## src/rtl/gcs_pkg.sv

```systemverilog
package gcs_pkg;

    typedef enum logic {
        GCS_NORMAL = 1'b0,
        GCS_BOOT   = 1'b1
    } gcs_mode_e;

    typedef logic [1:0] gcs_ps_t;

    // Write protection only bites on write accesses.
    function automatic logic gcs_wp_block(input logic wp, input logic is_write);
        return wp & is_write;
    endfunction

endpackage

```

## src/rtl/gcs_regs.sv

```systemverilog
module gcs_regs
    import gcs_pkg::*;
#(
    parameter int MASK_W = 17,
    parameter int WAIT_W = 4
) (
    input  logic              clk,
    input  logic              rst,
    input  gcs_ps_t           cfg_ps,
    input  logic              wr_en,
    input  logic              wr_opt,
    input  logic [MASK_W-1:0] wr_addr,
    input  gcs_ps_t           wr_ps,
    input  logic              wr_wp,
    input  logic              wr_valid,
    input  logic [WAIT_W-1:0] wr_wait,
    output gcs_mode_e         mode,
    output logic [MASK_W-1:0] base_page,
    output gcs_ps_t           base_ps,
    output logic              base_wp,
    output logic              base_valid,
    output logic [MASK_W-1:0] opt_mask,
    output logic [WAIT_W-1:0] opt_wait
);

    typedef struct packed {
        logic [MASK_W-1:0] page;
        gcs_ps_t           ps;
        logic              wp;
        logic              valid;
    } base_t;

    typedef struct packed {
        logic [MASK_W-1:0] mask;
        logic [WAIT_W-1:0] wcnt;
    } opt_t;

    localparam logic [WAIT_W-1:0] WAIT_RST = {WAIT_W{1'b1}};

    base_t     base_q;
    opt_t      opt_q;
    gcs_mode_e mode_q;

    always_ff @(posedge clk) begin
        if (rst) begin
            base_q <= '{page: '0, ps: cfg_ps, wp: 1'b0, valid: 1'b1};
            opt_q  <= '{mask: '0, wcnt: WAIT_RST};
            mode_q <= GCS_BOOT;
        end else if (wr_en) begin
            if (wr_opt) begin
                opt_q  <= '{mask: wr_addr, wcnt: wr_wait};
                mode_q <= GCS_NORMAL;
            end else begin
                base_q <= '{page: wr_addr, ps: wr_ps, wp: wr_wp, valid: wr_valid};
            end
        end
    end

    assign mode       = mode_q;
    assign base_page  = base_q.page;
    assign base_ps    = base_q.ps;
    assign base_wp    = base_q.wp;
    assign base_valid = base_q.valid;
    assign opt_mask   = opt_q.mask;
    assign opt_wait   = opt_q.wcnt;

    AST_BOOT_ONEWAY: assert property (@(posedge clk) disable iff (rst)
        mode_q == GCS_NORMAL |=> mode_q == GCS_NORMAL);
    AST_BOOT_EXIT: assert property (@(posedge clk) disable iff (rst)
        wr_en && wr_opt |=> mode_q == GCS_NORMAL);
    AST_BASE_KEEPS_BOOT: assert property (@(posedge clk) disable iff (rst)
        mode_q == GCS_BOOT && !(wr_en && wr_opt) |=> mode_q == GCS_BOOT);

endmodule

```

## src/rtl/gcs_match.sv

```systemverilog
module gcs_match
    import gcs_pkg::*;
#(
    parameter int MASK_W = 17
) (
    input  logic [MASK_W-1:0] page,
    input  logic [MASK_W-1:0] base_page,
    input  logic [MASK_W-1:0] mask,
    input  logic              valid,
    input  logic              wp,
    input  logic              is_write,
    output logic              hit
);

    logic [MASK_W-1:0] diff;

    always_comb begin
        diff = (page ^ base_page) & mask;
        hit  = valid && (diff == '0) && !gcs_wp_block(wp, is_write);
    end

endmodule

```

## src/rtl/bootcs_decoder.sv

```systemverilog
module bootcs_decoder
    import gcs_pkg::*;
#(
    parameter int MASK_W = 17,
    parameter int WAIT_W = 4
) (
    input  logic              clk,
    input  logic              rst,
    input  logic [1:0]        cfg_ps,
    input  logic              cfg_flash_boot,
    input  logic              wr_en,
    input  logic              wr_opt,
    input  logic [MASK_W-1:0] wr_addr,
    input  logic [1:0]        wr_ps,
    input  logic              wr_wp,
    input  logic              wr_valid,
    input  logic [WAIT_W-1:0] wr_wait,
    input  logic              acc_req,
    input  logic [MASK_W-1:0] acc_page,
    input  logic              acc_write,
    input  logic              acc_internal,
    output logic              cs0_o,
    output logic [1:0]        ps_o,
    output logic [WAIT_W-1:0] wait_o
);

    gcs_mode_e         mode;
    logic [MASK_W-1:0] base_page;
    gcs_ps_t           base_ps;
    logic              base_wp;
    logic              base_valid;
    logic [MASK_W-1:0] opt_mask;
    logic [WAIT_W-1:0] opt_wait;
    logic              norm_hit;
    logic              boot_hit;
    logic              external;

    gcs_regs #(.MASK_W(MASK_W), .WAIT_W(WAIT_W)) u_regs (
        .clk        (clk),
        .rst        (rst),
        .cfg_ps     (cfg_ps),
        .wr_en      (wr_en),
        .wr_opt     (wr_opt),
        .wr_addr    (wr_addr),
        .wr_ps      (wr_ps),
        .wr_wp      (wr_wp),
        .wr_valid   (wr_valid),
        .wr_wait    (wr_wait),
        .mode       (mode),
        .base_page  (base_page),
        .base_ps    (base_ps),
        .base_wp    (base_wp),
        .base_valid (base_valid),
        .opt_mask   (opt_mask),
        .opt_wait   (opt_wait)
    );

    gcs_match #(.MASK_W(MASK_W)) u_match (
        .page      (acc_page),
        .base_page (base_page),
        .mask      (opt_mask),
        .valid     (base_valid),
        .wp        (base_wp),
        .is_write  (acc_write),
        .hit       (norm_hit)
    );

    always_comb begin
        external = acc_req && !acc_internal;
        boot_hit = !cfg_flash_boot;
        if (mode == GCS_BOOT) begin
            cs0_o = external && boot_hit;
            ps_o  = cfg_ps;
        end else begin
            cs0_o = external && norm_hit;
            ps_o  = base_ps;
        end
        wait_o = opt_wait;
    end

    AST_INTERNAL_QUIET: assert property (@(posedge clk) disable iff (rst)
        acc_internal |-> !cs0_o);
    AST_FLASH_BOOT_QUIET: assert property (@(posedge clk) disable iff (rst)
        mode == GCS_BOOT && cfg_flash_boot |-> !cs0_o);
    AST_WP_BLOCKS_WRITE: assert property (@(posedge clk) disable iff (rst)
        mode == GCS_NORMAL && base_wp && acc_write |-> !cs0_o);

endmodule

```

## config.mk

```make
export PLATFORM = sky130hd
export DESIGN_NAME = bootcs_decoder
export DESIGN_NICKNAME = d
export VERILOG_FILES = /design/src/rtl/gcs_pkg.sv /design/src/rtl/gcs_regs.sv /design/src/rtl/gcs_match.sv /design/src/rtl/bootcs_decoder.sv
export SDC_FILE = /design/constraint.sdc
export NUM_CORES = 1
export LEC_CHECK = 0
export BUFFER_PORTS_ARGS = -buffer_cell sky130_fd_sc_hd__buf_2
export CAP_MARGIN = 20
export CORE_ASPECT_RATIO = 0.6
export CORE_UTILIZATION = 45
export CTS_CLUSTER_DIAMETER = 120
export DETAILED_ROUTE_END_ITERATION = 8
export PLACE_DENSITY = 0.71
export SYNTH_ARGS = -nofsm -noshare
export SYNTH_HDL_FRONTEND = slang
export SYNTH_HIERARCHICAL = 1
export SYNTH_SLANG_ARGS = --single-unit
```

## constraint.sdc

```tcl
create_clock -name clk -period 1.9 [get_ports clk]
set_clock_uncertainty 0.2 [all_clocks]
set_input_delay 0.19 -clock clk [delete_from_list [all_inputs] [get_ports clk]]
set_output_delay 0.19 -clock clk [all_outputs]
set_load 0.03 [all_outputs]
```

# Word-level counts from Yosys, hierarchy flattened
# Index checks and enable logic that the tools add are counted.
[op_classes]
eq_ne = 1
mux = 5
bitwise_logic = 4
n_reduce_logical = 13
[op_table]
columns = ["cell", "count"]
rows = [
  ["$and 17x17->17", 1],
  ["$logic_not 17->1", 1],
  ["$xor 17x17->17", 1],
  ["$mux 4", 3],
  ["$reduce_and 2->1", 3],
  ["$logic_and 1x1->1", 5],
  ["$logic_not 1->1", 3],
  ["$mux 2", 1],
  ["$ne 2x2->1 const B", 1],
  ["$reduce_bool 2->1", 1],
  ["$and 1x1->1", 1],
  ["$mux 1", 1],
  ["$not 1->1", 1],
]
[word_totals]
ff_bits = 43
output_inout_bits = 7
wordCells = 30

# Longest topological paths before layout
[logic_depth]
depth_word = 7
mapped_depth = 6
mapped_depth_nobuf = 6

# Hierarchy
# Netlist, hierarchy kept.
[modules_own_cells]
columns = ["module", "instances", "cells_per_inst", "area_each_um2"]
rows = [
  ["gcs_regs", 1, 165, 1766.7],
  ["gcs_match", 1, 32, 247.7],
  ["bootcs_decoder", 1, 5, 45.0],
]

# Worst setup path after synthesis
# OpenSTA, ideal clock, no wires.
[synth_path]
kind = "flip-flop to output port"
startpoint = "register u_regs.base_q, in the netlist u_regs/base_page[15]"
endpoint = "output cs0_o"
arrival_time_ns = 1.698
t_required_ns = 1.510
setup_slack_ns = -0.188
path_stages_with_launch = 7
n_path_buf = 0
path_cell_list = "dfxtp_1 -> xor2_1 -> a22oi_1 -> nand4_1 -> nor4_2 -> nor2_1 -> a2111oi_2"
[synth_between]
elab_chain_len = 7
[synth_rtl]
columns = ["element", "line", "text"]
rows = [
  ["start, declared", "gcs_regs.sv:40", "base_t base_q;"],
  ["start signal, assigned", "gcs_regs.sv:46", "base_q <= '{page: '0, ps: cfg_ps, wp: 1'b0, valid: 1'b1};"],
  ["start signal, assigned", "gcs_regs.sv:54", "base_q <= '{page: wr_addr, ps: wr_ps, wp: wr_wp, valid: wr_valid};"],
  ["$xor 17x17->17", "gcs_match.sv:18", "diff = (page ^ base_page) & mask;"],
  ["$and 17x17->17", "gcs_match.sv:18", ""],
  ["$logic_not 17->1", "gcs_match.sv:19", "hit = valid && (diff == '0) && !gcs_wp_block(wp, is_write);"],
  ["$logic_and 1x1->1 (2 in series)", "gcs_match.sv:19", ""],
  ["net norm_hit", "bootcs_decoder.sv:34", "logic norm_hit;"],
  ["$logic_and 1x1->1", "bootcs_decoder.sv:75", "cs0_o = external && norm_hit;"],
  ["$mux 1", "bootcs_decoder.sv:71", "if (mode == GCS_BOOT) begin"],
  ["end, declared", "bootcs_decoder.sv:22", "output logic cs0_o,"],
]
# The timed path passes the listed nets, and every way through them passes these cells.

# Final worst setup path
[layout_path]
startpoint = "register u_regs.base_q, in the netlist u_regs/base_page[0]"
endpoint = "output cs0_o"
# The elaborated chain is that of the path after synthesis.

==> impl_metrics.ini <==
[synthesis]
synth_fp_nets = 254
synth_area_leaders = dfxtp_1 40%, mux2i_1 17%, nand2b_1 17%
synth-simple-area-share = 0.225
syn_area_um2 = 2060
synth_top_area_frac = 0.399
synth_cells = 202
ys_ff_latch = 43
synthAdderAreaFrac = 0
synth.distinct_cells = 25
synthMuxAreaShare = 0.181
synth-compound-area-share = 0.0644
synth_seq_area_share = 0.428
yosys.area_share.xor_xnor = 0.0723
yosysWarnings = 6
syn_area_per_cell_um2 = 10.2
synth_top_family_by_area = simple AND/OR/NAND/NOR gates
synth_top_area_cell = dfxtp_1

[global_routing]
grt_max_degree = 39
grt_overflow = 0
antenna_found_initial = 0
first_global_vias = 1487
track_usage = 0.195
grt_pass1_wl_um = 6870

[floorplan]
ios = 59
dieWidth_um = 89.3
design.die.area_um2 = 4860
rows = 18
initial_core_util = 0.484
fp.dieH_um = 54.4
core_area_um2 = 4260

[timing]
period_share = 1.20
relSlewSlack = 0.647
rsz0062_at_grt = true
drv_slew = 0
fmax_mhz = 440
setup_viol = 1
tns_ns = -0.374
setup_ws_ns = -0.374
finalCriticalPeriod_ns = 2.27
hold_viol = 1
worstMarginPinSlew_ns = 0.529
hold_ws_ns = -0.00161

[detailed_routing]
route.vias.total = 1587
routedWlPerCell_um = 12.6
drt_iter0_drc = 75
viasPerCell = 4.64
ant_nets = 0
first_pass_iters = 4
drc_errors = 0
drt-total-wl_um = 4310

[finish]
fin_cells = 342
finish.utilization = 0.647
diodes = 0
syn2layout_area_growth_pct = 33.7
drive_gt1_frac = 0.280
nNetsFinal = 333
stdcell_area_um2 = 2750

[pwr]
ir_drop_v = 0.000536
power_mw = 2.09
powerDensity_nw_per_um2 = 761
total_leakage_power_nw = 1.27

[worst_setup_path]
reg2reg_depth = 1
cp_data_required_time_ns = 1.51
arrival_ns = 1.88
endpoint_kind = primary output
critPathMaxFanout = 2
path_class = flip-flop to primary output
startpoint_type = flip-flop

[outcome]
status = finished, violations left
violations = negative hold slack, negative setup slack

[placement]
placedInstanceArea_um2 = 2420
placedCellCount = 315
port_buffers = 58
pre_cts_slack_ns = -0.192
dp_hpwl_um = 2950
place_congestion = 0.713

[clock_network]
cts_htree_levels = 2
clk_pin_slew_ns = 0.08
cts_inserted_buffers = 5
ctsLongestPathBuffers = 2
clk_latency_ns = 0.29
cts.sinks = 43
cts_tree = done
root_buffer = clkbuf_8
post_cts_buffers = 0

[job]
drv_cap = 0

[worst_hold_path]
hold_depth = 3
hold_class = input pin to flip-flop
==> final timing paths <==
path	start	end	slack, ns
hold / removal	wr_addr[15]	u_regs/base_page[15]$_SDFFE_PP0P_	-0.002
setup / recovery	u_regs/base_page[0]$_SDFFE_PP0P_	cs0_o	-0.37
hold reg to reg	u_regs/opt_wait[1]$_SDFFE_PP1P_	u_regs/opt_wait[1]$_SDFFE_PP1P_	0.26
setup reg to reg	u_regs/opt_wait[3]$_SDFFE_PP1P_	u_regs/opt_wait[3]$_SDFFE_PP1P_	1.03
==> flip-flops by register name, indices dropped and copies added, names as in the netlist <==
register / count
u_regs/base_page: 17
u_regs/base_ps: 2
u_regs/opt_mask: 17
u_regs/base_valid: 1
u_regs/mode: 1
u_regs/base_wp: 1
u_regs/opt_wait: 4
==> where the power goes <==
part | total (mW) | switching (mW) | internal [mW]
registers | 0.988 | 0.0289 | 0.960
logic | 0.330 | 0.154 | 0.175
clock network | 0.775 | 0.303 | 0.472
total | 2.09 | 0.486 | 1.61
==> cell type report <==
type	instances	area, µm²
Multi-Input combinational cell	147	1130
Clock buffer	7	97.6
Timing Repair Buffer	83	528
Clock inverter	1	30.0
Fill cell	369	1500
Sequential cell	43	883
Tap cell	60	75.1
Inverter	1	3.75
==> logic make-up after synthesis <==
family	after synthesis
and+or+nand+nor	76
DFF	43
muxes	37
AOI/OAI and AO/OA	17
xor gates and xnor gates	17
buffers and inverters	12
==> Yosys cell counts, drive strengths merged <==
library cell,n
nand2b,56
dfxtp,41
mux2i,35
xor2,17
a22oi,8
nand2,7
clkbuf,6
buf,5
a211o,4
and3,4
nor2,3
o21ai,3
edfxtp,2
mux2,2
a2111oi,1
a21o,1
and2,1
inv,1
nand3,1
nand4,1
nand4bb,1
nor2b,1
nor4,1
==> metal layers <==
layer | vias up | track usage | routed length (µm)
li1 | 841 | - | -
met1 | 703 | 0.265 | 2260
met2 | 43 | 0.304 | 1810
met3 | 0 | 0.0709 | 244
met4 | 0 | 0.0317 | 0
met5 | - | 0 | 0
==> cell usage in the layout, fill, tap and decap left out <==
master / instances
xor2_1: 17
nand4_1: 1
o21ai_0: 3
nand2b_1: 56
mux2i_1: 35
bufinv_16: 1
nor4_2: 1
nand2_2: 1
clkbuf_16: 1
edfxtp_1: 2
buf_4: 7
dfxtp_2: 2
a22oi_1: 7
clkbuf_1: 1
and2_1: 1
a21o_1: 1
inv_1: 1
a22oi_2: 1
dfxtp_1: 39
nor2b_1: 1
buf_2: 57
nor2_1: 3
mux2_2: 2
clkbuf_8: 5
nand3_1: 1
and3_1: 4
a2111oi_4: 1
nand4bb_1: 1
a211o_1: 4
nand2_1: 6
dlygate4sd3_1: 19
==> what timing repair did <==
item,CTS,global route
pin swaps,7,6
endpoints found under the setup margin,1,1
resized for setup,2,2
endpoints found under the hold margin,29,1
hold buffers,18,1
==> critical path, stage by stage, from the launching register on <==
cell and delay (ns):
dfxtp_2 0.33, xor2_1 0.17, a22oi_2 0.18, nand2_1 0.10
nor4_2 0.31, nor2_1 0.11, a2111oi_4 0.19, buf_4 0.21
Note: power is estimated with default switching activity, not from simulation.
